## src/rtl/wsa_pkg.sv

```systemverilog
// Shared helpers for the wavelength slot allocator.
// Assumes nothing beyond elaboration-time integer arithmetic.
package wsa_pkg;

    // Bits needed to index n items (at least one bit)
    function automatic int bits_for(input int n);
        return (n > 1) ? $clog2(n) : 1;
    endfunction

endpackage

```

## src/rtl/wsa_chan_store.sv

```systemverilog
// Channel state store: one valid bit and one output tag per storage
// channel of every module.
// Assumes next occupancy is fully computed by the caller; tag writes only
// touch channels flagged in tag_we.
module wsa_chan_store #(
    parameter int M    = 4,
    parameter int B    = 6,
    parameter int TAGW = 4
) (
    input  logic                             clk,
    input  logic                             rst_n,
    input  logic [M-1:0][B-1:0]              valid_d,
    input  logic [M-1:0][B-1:0]              tag_we,
    input  logic [M-1:0][B-1:0][TAGW-1:0]    tag_wd,
    output logic [M-1:0][B-1:0]              valid_q,
    output logic [M-1:0][B-1:0][TAGW-1:0]    tag_q
);

    // Occupancy register; reset frees every channel
    always_ff @(posedge clk) begin
        if (!rst_n) valid_q <= '0;
        else        valid_q <= valid_d;
    end

    // Tag register; loaded per channel on a granted write
    always_ff @(posedge clk) begin
        if (!rst_n) begin
            tag_q <= '0;
        end else begin
            for (int k = 0; k < M; k++) begin
                for (int c = 0; c < B; c++) begin
                    if (tag_we[k][c]) tag_q[k][c] <= tag_wd[k][c];
                end
            end
        end
    end

endmodule

```

## src/rtl/wsa_read_arb.sv

```systemverilog
// Read arbiter: grants read lanes in lane order, hands out read-out ports
// per module in ascending order and marks the channels to be freed.
// Assumes the caller supplies the registered occupancy and tags.
module wsa_read_arb #(
    parameter int M    = 4,
    parameter int B    = 6,
    parameter int D    = 2,
    parameter int RDL  = 4,
    parameter int TAGW = 4,
    parameter int MW   = 2,
    parameter int BW   = 3,
    parameter int DW   = 1
) (
    input  logic [RDL-1:0]                 rd_req,
    input  logic [RDL-1:0][MW-1:0]         rd_mod,
    input  logic [RDL-1:0][BW-1:0]         rd_ch,
    input  logic [M-1:0][B-1:0]            valid_q,
    input  logic [M-1:0][B-1:0][TAGW-1:0]  tag_q,
    output logic [RDL-1:0]                 rd_ok,
    output logic [RDL-1:0][DW-1:0]         rd_port,
    output logic [RDL-1:0][TAGW-1:0]       rd_tag,
    output logic [M-1:0][B-1:0]            clr
);

    int cnt [M];

    // Walk lanes in order, granting occupied channels while read ports last
    always_comb begin
        clr     = '0;
        rd_ok   = '0;
        rd_port = '0;
        rd_tag  = '0;
        for (int k = 0; k < M; k++) cnt[k] = 0;
        for (int i = 0; i < RDL; i++) begin
            if (rd_req[i] && int'(rd_mod[i]) < M && int'(rd_ch[i]) < B) begin
                if (valid_q[rd_mod[i]][rd_ch[i]] && !clr[rd_mod[i]][rd_ch[i]]
                    && cnt[rd_mod[i]] < D) begin
                    rd_ok[i]                  = 1'b1;
                    rd_port[i]                = DW'(cnt[rd_mod[i]]);
                    rd_tag[i]                 = tag_q[rd_mod[i]][rd_ch[i]];
                    clr[rd_mod[i]][rd_ch[i]]  = 1'b1;
                    cnt[rd_mod[i]]            = cnt[rd_mod[i]] + 1;
                end
            end
        end
    end

endmodule

```

## src/rtl/wsa_write_lane.sv

```systemverilog
// One write lane of the allocation chain: finds the lowest module with a
// free converter and a free channel, then the lowest free channel in it.
// Assumes occ_in already holds reads freed and earlier lanes' claims.
module wsa_write_lane #(
    parameter int N  = 16,
    parameter int M  = 4,
    parameter int B  = 6,
    parameter int D  = 2,
    parameter int MW = 2,
    parameter int BW = 3,
    parameter int CW = 2,
    parameter int PW = 5
) (
    input  logic                  req,
    input  logic [M-1:0][B-1:0]   occ_in,
    input  logic [M-1:0][CW-1:0]  wcnt_in,
    output logic                  ok,
    output logic [MW-1:0]         mod,
    output logic [BW-1:0]         ch,
    output logic [PW-1:0]         port,
    output logic [M-1:0][B-1:0]   occ_out,
    output logic [M-1:0][CW-1:0]  wcnt_out
);

    // Priority search, downward loops so the lowest index is kept last
    always_comb begin
        ok       = 1'b0;
        mod      = '0;
        ch       = '0;
        port     = '0;
        occ_out  = occ_in;
        wcnt_out = wcnt_in;
        if (req) begin
            for (int k = M - 1; k >= 0; k--) begin
                if (int'(wcnt_in[k]) < D && !(&occ_in[k])) begin
                    ok  = 1'b1;
                    mod = MW'(k);
                end
            end
            if (ok) begin
                for (int c = B - 1; c >= 0; c--) begin
                    if (!occ_in[mod][c]) ch = BW'(c);
                end
                port          = PW'(N + int'(mod) * D + int'(wcnt_in[mod]));
                occ_out[mod][ch] = 1'b1;
                wcnt_out[mod] = wcnt_in[mod] + CW'(1);
            end
        end
    end

endmodule

```

## src/rtl/wsa_top.sv

```systemverilog
// Wavelength slot allocator top: one slot per clock. Reads are settled
// first, then write lanes claim channels through a chain of lane stages.
// Assumes M*D <= N so every module port lies inside the core switch.
module wsa_top
    import wsa_pkg::*;
#(
    parameter int N     = 16,
    parameter int M     = 4,
    parameter int B     = 6,
    parameter int D     = 2,
    parameter int WRL   = 4,
    parameter int RDL   = 4,
    parameter int TAGW  = 4,
    localparam int MW    = bits_for(M),
    localparam int BW    = bits_for(B),
    localparam int DW    = bits_for(D),
    localparam int CW    = bits_for(D + 1),
    localparam int CODEW = bits_for(B + D),
    localparam int PW    = bits_for(N + M * D)
) (
    input  logic                       clk,
    input  logic                       rst_n,
    input  logic [WRL-1:0]             wr_req,
    input  logic [WRL-1:0][TAGW-1:0]   wr_tag,
    output logic [WRL-1:0]             wr_ok,
    output logic [WRL-1:0]             wr_rej,
    output logic [WRL-1:0][MW-1:0]     wr_mod,
    output logic [WRL-1:0][BW-1:0]     wr_ch,
    output logic [WRL-1:0][PW-1:0]     wr_port,
    input  logic [RDL-1:0]             rd_req,
    input  logic [RDL-1:0][MW-1:0]     rd_mod,
    input  logic [RDL-1:0][BW-1:0]     rd_ch,
    output logic [RDL-1:0]             rd_ok,
    output logic [RDL-1:0][DW-1:0]     rd_port,
    output logic [RDL-1:0][CODEW-1:0]  rd_code,
    output logic [RDL-1:0][PW-1:0]     rd_core,
    output logic [RDL-1:0][TAGW-1:0]   rd_tag
);

    logic [M-1:0][B-1:0]            valid_q;
    logic [M-1:0][B-1:0][TAGW-1:0]  tag_q;
    logic [M-1:0][B-1:0]            rd_clr;
    logic [M-1:0][B-1:0]            valid_d;
    logic [M-1:0][B-1:0]            tag_we;
    logic [M-1:0][B-1:0][TAGW-1:0]  tag_wd;
    logic [M-1:0][B-1:0]            occ_chain  [WRL+1];
    logic [M-1:0][CW-1:0]           wcnt_chain [WRL+1];

    wsa_chan_store #(.M(M), .B(B), .TAGW(TAGW)) u_store (
        .clk     (clk),
        .rst_n   (rst_n),
        .valid_d (valid_d),
        .tag_we  (tag_we),
        .tag_wd  (tag_wd),
        .valid_q (valid_q),
        .tag_q   (tag_q)
    );

    wsa_read_arb #(
        .M(M), .B(B), .D(D), .RDL(RDL), .TAGW(TAGW),
        .MW(MW), .BW(BW), .DW(DW)
    ) u_rd (
        .rd_req  (rd_req),
        .rd_mod  (rd_mod),
        .rd_ch   (rd_ch),
        .valid_q (valid_q),
        .tag_q   (tag_q),
        .rd_ok   (rd_ok),
        .rd_port (rd_port),
        .rd_tag  (rd_tag),
        .clr     (rd_clr)
    );

    // Chain head: occupancy after this slot's reads, no ports used yet
    assign occ_chain[0]  = valid_q & ~rd_clr;
    assign wcnt_chain[0] = '0;

    for (genvar i = 0; i < WRL; i++) begin : g_wlane
        wsa_write_lane #(
            .N(N), .M(M), .B(B), .D(D),
            .MW(MW), .BW(BW), .CW(CW), .PW(PW)
        ) u_lane (
            .req      (wr_req[i]),
            .occ_in   (occ_chain[i]),
            .wcnt_in  (wcnt_chain[i]),
            .ok       (wr_ok[i]),
            .mod      (wr_mod[i]),
            .ch       (wr_ch[i]),
            .port     (wr_port[i]),
            .occ_out  (occ_chain[i+1]),
            .wcnt_out (wcnt_chain[i+1])
        );
    end

    assign valid_d = occ_chain[WRL];
    assign wr_rej  = wr_req & ~wr_ok;

    // Route each granted write lane's tag to its claimed channel
    always_comb begin
        tag_we = '0;
        tag_wd = '0;
        for (int i = 0; i < WRL; i++) begin
            if (wr_ok[i]) begin
                tag_we[wr_mod[i]][wr_ch[i]] = 1'b1;
                tag_wd[wr_mod[i]][wr_ch[i]] = wr_tag[i];
            end
        end
    end

    // Derive the read-out wavelength code and core-switch exit port
    always_comb begin
        for (int i = 0; i < RDL; i++) begin
            rd_code[i] = '0;
            rd_core[i] = '0;
            if (rd_ok[i]) begin
                rd_code[i] = CODEW'(B + int'(rd_port[i]));
                rd_core[i] = PW'(N + int'(rd_mod[i]) * D + int'(rd_port[i]));
            end
        end
    end

endmodule

```

## config.mk

```make
export PLATFORM = sky130hd
export DESIGN_NAME = wsa_top
export DESIGN_NICKNAME = d
export VERILOG_FILES = /design/src/rtl/wsa_pkg.sv /design/src/rtl/wsa_chan_store.sv /design/src/rtl/wsa_read_arb.sv /design/src/rtl/wsa_write_lane.sv /design/src/rtl/wsa_top.sv
export SDC_FILE = /design/constraint.sdc
export NUM_CORES = 1
export LEC_CHECK = 0
export ABC_CLOCK_PERIOD_IN_PS = 29900
export BUFFER_PORTS_ARGS = -buffer_cell sky130_fd_sc_hd__clkbuf_2
export CELL_PAD_IN_SITES_DETAIL_PLACEMENT = 2
export CELL_PAD_IN_SITES_GLOBAL_PLACEMENT = 2
export CORE_MARGIN = 2
export CORE_UTILIZATION = 38
export DETAILED_ROUTE_END_ITERATION = 16
export PLACE_DENSITY = 0.92
export RECOVER_POWER = 50
export SKIP_LAST_GASP = 1
export SYNTH_ARGS = -nofsm -noshare
export SYNTH_HDL_FRONTEND = slang
export SYNTH_HIERARCHICAL = 1
export SYNTH_SLANG_ARGS = --single-unit
```

## constraint.sdc

```tcl
create_clock -name clk -period 29.9 [get_ports clk]
set_input_delay 8.97 -clock clk [delete_from_list [all_inputs] [get_ports clk]]
set_output_delay 8.97 -clock clk [all_outputs]
set_load 0.005 [all_outputs]
```

==> results.py, run 1 <==
metrics = {
    "global_route": {
        "grt_max_degree": 121,
        "grt_use_total_pct": 82.0,
        "overflow": 492,
    },
    "outcome": {
        "stop_stage": "global routing (5_1_grt)",
        "status": "stopped before the end",
        "stop_error": "[ERROR GRT-0232] Routing congestion too high. Check the congestion heatmap in the GUI.",
    },
    "floorplan": {
        "rows": 84,
        "ioPinCount": 150,
        "dieWidth_um": 233,
        "die-height_um": 233,
        "start_util_pct": 38.3,
    },
    "timing": {
        "crit_endpoint": "wr_ch[9]",
        "worstEndpointType": "output port",
    },
    "cts": {
        "clock_path_buffers": 2,
        "root_buffer": "clkbuf_16",
        "clkSinkCount": 120,
        "htree_num_levels": 4,
        "numCtsBuffers": 17,
        "hold_buffers": 0,
    },
    "place": {
        "place.gp.congestion": 1.13,
        "place_ws_ns": -1.33,
        "dp_hpwl_um": 95500,
        "portBuffers": 141,
    },
    "logic_synthesis": {
        "syn-instance-count": 2558,
        "avgSynthCellArea_um2": 7.81,
        "synth_area_um2": 20000,
        "synth.yosys.warnings": 6,
    },
}
-- per-layer routing --
metal | global-route usage (%) | overflow
met3 | 70.7 | 9
met1 | 81.4 | 12
met5 | 44.4 | 0
met2 | 94.9 | 259
met4 | 82.3 | 212
-- per-stage QoR --
| stage | instance area, µm² | instances |
|---|---|---|
| after detailed placement | 21200 | 3255 |
| after CTS | 22900 | 3323 |
| after floorplan | 20100 | 2586 |
| after global placement | 21200 | 3255 |
-- repair_timing --
action	4_1_cts
pin swaps	30
endpoints found under the setup margin	13
setup buffers	37
resized for setup	132
==> run 2: changes to the inputs <==
--- a/config.mk
+++ b/config.mk
@@ -7,12 +7,10 @@
 export LEC_CHECK = 0
 export ABC_CLOCK_PERIOD_IN_PS = 29900
 export BUFFER_PORTS_ARGS = -buffer_cell sky130_fd_sc_hd__clkbuf_2
-export CELL_PAD_IN_SITES_DETAIL_PLACEMENT = 2
-export CELL_PAD_IN_SITES_GLOBAL_PLACEMENT = 2
 export CORE_MARGIN = 2
-export CORE_UTILIZATION = 38
+export CORE_UTILIZATION = 40
 export DETAILED_ROUTE_END_ITERATION = 16
-export PLACE_DENSITY = 0.92
+export PLACE_DENSITY_LB_ADDON = 0.15
 export RECOVER_POWER = 50
 export SKIP_LAST_GASP = 1
 export SYNTH_ARGS = -nofsm -noshare
==> run 2 against run 1 <==
Effect of this change: synthesized cell count is the same; synthesized area is the same; the run now ends clean.
==> results.py, run 2 <==
metrics = {
    "outcome": {
        "status": "complete, no violations",
    },
    "cts": {
        "cts_tree": "built",
        "clkTransAtPathRegs_ns": 0.05,
        "htree_num_levels": 4,
        "clock_path_buffers": 2,
        "root_buffer": "clkbuf_16",
        "worstSkewPairLatency_ns": 0.45,
        "numCtsBuffers": 17,
        "clkSinkCount": 120,
        "hold_buffers": 0,
    },
    "timing": {
        "fmax_ghz": 0.0338,
        "period_share_pct": 99.0,
        "final_max_slew_viol_count": 0,
        "worst_pin_slew_ns": 1.24,
        "hold_viol": 0,
        "min_period_ns": 29.60,
        "relSlewSlack_pct": 17.2,
        "tns_ns": 0,
        "setup_ws_ns": 0.304,
        "skew_ns": 0.0184,
        "finalSetupViolCount": 0,
    },
    "power": {
        "clockPowerShare_pct": 29.8,
        "peakVddDrop_mv": 0.0236,
        "p_sw_uw": 284,
        "power_frac_seq_pct": 25.2,
        "leakagePower_nw": 7.75,
        "p_total_uw": 680,
        "p_sw_share_pct": 41.8,
        "combPwrFrac_pct": 45.0,
        "internal-power_uw": 396,
        "pwr_density_cell_nw_per_um2": 30.1,
    },
    "floorplan": {
        "dieWidth_um": 228,
        "die-height_um": 228,
        "ioPinCount": 150,
        "start_util_pct": 40.7,
        "core_area_um2": 49200,
        "rows": 81,
        "die_area_um2": 51800,
    },
    "global_route": {
        "grt_pass1_wl_um": 145000,
        "first_global_vias": 21200,
        "grt_use_total_pct": 38.1,
        "overflow": 0,
        "grt_max_degree": 121,
        "antenna_found_initial": 4,
    },
    "critical_path": {
        "critPathLaunchType": "input port",
        "rr_startpoint": "u_store/valid_q[23]",
        "crit_path_frequent_cell": "buf_4",
        "reg2reg_depth": 57,
        "r2r_setup_slack_ns": 16.07,
        "r2r-end": "u_store/tag_q[19]",
        "end_kind": "output port",
        "critPathMaxFanout": 18,
        "required_ns": 20.93,
        "path_class": "input port to output port",
        "cpPeakStageDelay_ns": 0.48,
        "cp_slowest_cell": "mux4_2",
        "arrival_ns": 20.63,
    },
    "worst_hold_path": {
        "hold_class": "flip-flop to flip-flop",
        "min_path_cells": 2,
        "hold_end": "u_store/tag_q[45]",
        "holdCritStartpoint": "u_store/tag_q[45]",
    },
    "drt": {
        "route.detailed.wl_per_inst_um": 30.1,
        "drt-total-wl_um": 100000,
        "top_layer": "met5",
        "firstDrtPassIters": 8,
        "wl_met1_um": 40100,
        "ant_nets": 0,
        "wl_met3_um": 8730,
        "drc": 0,
        "vias": 22800,
        "route.met2.wl_um": 45100,
        "drtIter0Drc": 2951,
        "viasPerCell": 6.87,
    },
    "logic_synthesis": {
        "syn-instance-count": 2558,
        "avgSynthCellArea_um2": 7.81,
        "synth.yosys.warnings": 6,
        "synth_area_um2": 20000,
    },
    "place": {
        "place_ws_ns": -0.172,
        "place.gp.congestion": 1.03,
        "dp_hpwl_um": 77500,
        "dp.cells": 3273,
        "portBuffers": 141,
    },
    "finish": {
        "final_cell_mix": "nand2_1 (242), nor2_1 (206), nor2b_1 (153)",
        "synthToLayoutAreaGrowth_pct": 13.2,
        "layout_commonest_cell": "nand2_1",
        "fin_nets": 2700,
        "largest_register_ffs": 96,
        "fin_util_pct": 46.0,
        "top_register": "u_store/tag_q",
        "top_regs": "u_store/tag_q x96, u_store/valid_q x24",
        "drive_above_1_share_pct": 23.9,
        "layoutNonFillerInstCount": 3322,
    },
    "flow_run": {
        "drv_cap": 0,
    },
}
[run 2: worst max-delay path: cells and delay by family]
kind            cells  cell delay, ns
compound gates     22            5.60
simple gates       18            3.33
buf+inv             8            1.67
mux                 3            0.71
fa+ha+maj           1            0.31
[run 2: how the worst max path moves through the flow]
stage              start         to  slack [ns]  cells after the start
2_1_floorplan   rd_ch[0]   wr_ch[9]        1.68                     50
3_3_place_gp   rd_mod[3]   wr_ch[9]       -0.08                     49
3_5_place_dp    rd_ch[0]  wr_ch[11]       -0.17                     48
4_1_cts         rd_ch[0]  wr_ch[10]       -0.01                     48
5_1_grt        rd_mod[3]   wr_ch[9]       -0.02                     49
6_report       rd_mod[3]  wr_ch[11]        0.30                     52
[run 2: power by group through the flow]
stage               logic, mW  clock network (mW)  registers, mW
global placement        0.280                   0          0.174
global route            0.321               0.213          0.172
finish                  0.306               0.203          0.171
detailed placement      0.278                   0          0.174
floorplan               0.188                   0          0.171
CTS                     0.280               0.205          0.171
[run 2: timing repair]
item | CTS | global route
setup endpoints to repair | 4 | 12
resized for setup | 6 | 74
gates cloned | 0 | 0
pin swaps | 0 | 15
endpoints found under the hold margin | 0 | 0
buffers inserted | 0 | 17
[run 2: cell type report]
class | instances | area [µm²]
fill | 5017 | 26500
multi-input combinational | 2160 | 16800
sequential | 120 | 2400
timing repair buffer | 295 | 1840
tap | 664 | 831
clock buffer | 19 | 443
inverter | 51 | 191
clock inverter | 12 | 128
antenna | 1 | 2.50
[run 2: per-stage QoR]
stage / area, µm² / hold slack, ns
floorplan: 20100 / 0.521
global placement: 21500 / 0.544
detailed placement: 21500 / 0.558
CTS: 22100 / 0.563
global route: 22600 / 0.581
finish: 22600 / 0.563
[run 2: layer usage]
metal | GRT usage, % | up-vias
li1 | - | 10000
met1 | 48.8 | 11100
met2 | 60.3 | 1400
met3 | 7.61 | 304
met4 | 20.5 | 6
met5 | 0 | -
(Power assumes the default switching activity.)
==> run 3: changes to the inputs <==
--- a/config.mk
+++ b/config.mk
@@ -8,7 +8,7 @@
 export ABC_CLOCK_PERIOD_IN_PS = 29900
 export BUFFER_PORTS_ARGS = -buffer_cell sky130_fd_sc_hd__clkbuf_2
 export CORE_MARGIN = 2
-export CORE_UTILIZATION = 40
+export CORE_UTILIZATION = 33
 export DETAILED_ROUTE_END_ITERATION = 16
 export PLACE_DENSITY_LB_ADDON = 0.15
 export RECOVER_POWER = 50
==> run 3 against run 2 <==
Effect of this change: utilization is 8.0 points lower; critical path depth decreased by 3; sequential share of layout area fell by 0.12 points; via count decreased by 0.17%; setup slack gained 0.11 ns; clock power increased by 4%; register-to-register slack better by 0.17 ns; hold slack got worse by 0.0032 ns.
==> results.py, run 3 (synthesis results as in run 2) <==
metrics = {
    "cts": {
        "numCtsBuffers": 17,
        "clkSinkCount": 120,
        "clkTransAtPathRegs_ns": 0.06,
        "root_buffer": "clkbuf_16",
        "worstSkewPairLatency_ns": 0.43,
        "htree_num_levels": 4,
        "hold_buffers": 0,
        "clock_path_buffers": 2,
        "cts_tree": "built",
    },
    "critical_path": {
        "arrival_ns": 20.51,
        "critPathLaunchType": "input port",
        "required_ns": 20.93,
        "end_kind": "output port",
        "path_class": "input port to output port",
        "crit_family": "compound AO/OA/AOI/OAI gates",
        "cpPeakStageDelay_ns": 0.51,
        "path_buf_inv": 6,
        "critPathMaxFanout": 16,
        "cp_slowest_cell": "mux4_2",
    },
    "worst_hold_path": {
        "hold_class": "flip-flop to flip-flop",
    },
    "outcome": {
        "status": "complete, no violations",
    },
    "finish": {
        "drive_above_1_share_pct": 24.5,
        "layoutNonFillerInstCount": 3453,
        "fin_nets": 2712,
        "top_register": "u_store/tag_q",
        "top_regs": "u_store/tag_q x96, u_store/valid_q x24",
        "layout_commonest_cell": "nand2_1",
        "largest_register_ffs": 96,
        "synthToLayoutAreaGrowth_pct": 14.4,
        "final_cell_mix": "nand2_1 (244), nor2_1 (207), buf_4 (162)",
    },
    "timing": {
        "relSlewSlack_pct": 17.7,
        "final_max_slew_viol_count": 0,
        "skew_ns": 0.0118,
        "min_period_ns": 29.48,
        "worst_pin_slew_ns": 1.23,
        "hold_viol": 0,
        "fmax_ghz": 0.0339,
        "period_share_pct": 98.6,
        "setup_ws_ns": 0.418,
        "finalSetupViolCount": 0,
    },
    "power": {
        "combPwrFrac_pct": 44.8,
        "pwr_density_cell_nw_per_um2": 30.4,
        "p_sw_share_pct": 40.9,
        "clockPowerShare_pct": 30.5,
        "leakagePower_nw": 7.87,
        "power_frac_seq_pct": 24.6,
        "internal-power_uw": 411,
        "peakVddDrop_mv": 0.0301,
        "p_sw_uw": 285,
    },
    "drt": {
        "drtIter0Drc": 2541,
        "ant_nets": 0,
        "vias": 22800,
        "route.detailed.wl_per_inst_um": 30.3,
        "drt-total-wl_um": 105000,
        "viasPerCell": 6.59,
        "firstDrtPassIters": 6,
        "drc": 0,
    },
    "floorplan": {
        "dieWidth_um": 250,
        "ioPinCount": 150,
        "start_util_pct": 33.2,
        "die_area_um2": 62600,
        "die-height_um": 250,
        "core_area_um2": 60100,
        "rows": 90,
    },
    "place": {
        "portBuffers": 141,
        "dp.cells": 3405,
        "dp_hpwl_um": 81600,
        "place_ws_ns": 0.210,
        "place.gp.congestion": 1.02,
    },
    "global_route": {
        "grt_pass1_wl_um": 149000,
        "grt_use_total_pct": 32.0,
        "antenna_found_initial": 1,
        "overflow": 0,
        "grt_max_degree": 121,
        "first_global_vias": 21400,
    },
    "flow_run": {
        "drv_cap": 0,
    },
}
==> run 3: changes by cell type in the layout (fill, tap and decap cells not counted), moves of 3 or more <==
cell,before,now
clkinv_2,4,1
clkbuf_2,128,133
a2bb2oi_2,7,11
a21oi_1,57,54
o21a_2,3,0
a21oi_2,3,6
clkbuf_1,15,7
buf_4,150,162
a2bb2oi_4,9,5
==> run 3: final cells by class <==
class / instances / area (µm²)
inverter: 51 / 191
clock inverter: 10 / 144
clock buffer: 22 / 474
antenna: 1 / 2.50
fill: 6309 / 37300
multi-input combinational: 2161 / 16700
sequential: 120 / 2400
timing repair buffer: 306 / 1950
tap: 782 / 978
==> run 3: worst paths after layout <==
| kind | startpoint | slack (ns) | endpoint | cells after the start |
|---|---|---|---|---|
| hold / removal | u_store/tag_q[56] | 0.56 | u_store/tag_q[56] | 2 |
| setup reg to reg | u_store/valid_q[22] | 16.24 | u_store/tag_q[73] | 54 |
| setup / recovery | rd_mod[3] | 0.42 | wr_ch[9] | 49 |
| hold reg to reg | u_store/tag_q[56] | 0.56 | u_store/tag_q[56] | 2 |
==> run 3: worst reg2reg max path, delay by kind of cell, from the launching register on <==
family	cells	cell delay, ns
DFF	1	0.58
buffers and inverters	5	0.82
and+or+nand+nor	18	4.04
adders and majority gates	1	0.32
AOI/OAI and AO/OA	26	6.84
muxes	4	0.98
==> run 3: routing by layer <==
metal	track usage, %	vias to the layer above	part of all wire (%)
met3	4.48	280	7.3
met5	0	-	0.014
met4	17.5	2	5.9
li1	-	10000	-
met2	50.5	1300	45
met1	42.1	11100	42
==> run 3: power groups by stage <==
stage	combinational (mW)	sequential, mW	clock, mW
2_1_floorplan	0.188	0.171	0
3_3_place_gp	0.291	0.174	0
3_5_place_dp	0.288	0.174	0
4_1_cts	0.289	0.171	0.216
5_1_grt	0.326	0.172	0.222
6_report	0.312	0.171	0.212
==> run 3: repair_timing <==
action,CTS,global route
endpoints found under the setup margin,0,12
gates resized for setup,0,70
setup buffers,0,14
==> run 3: through the flow <==
step	hold slack, ns	total power [mW]	util, %	setup TNS, ns	cell area [µm²]
CTS	0.562	0.677	37.2	0	22400
floorplan	0.521	0.359	-	0	20100
global placement	0.538	0.465	36.2	0	21800
global route	0.598	0.720	38.0	-0.0634	22900
finish	0.560	0.696	38.0	0	22900
detailed placement	0.555	0.463	36.2	0	21800
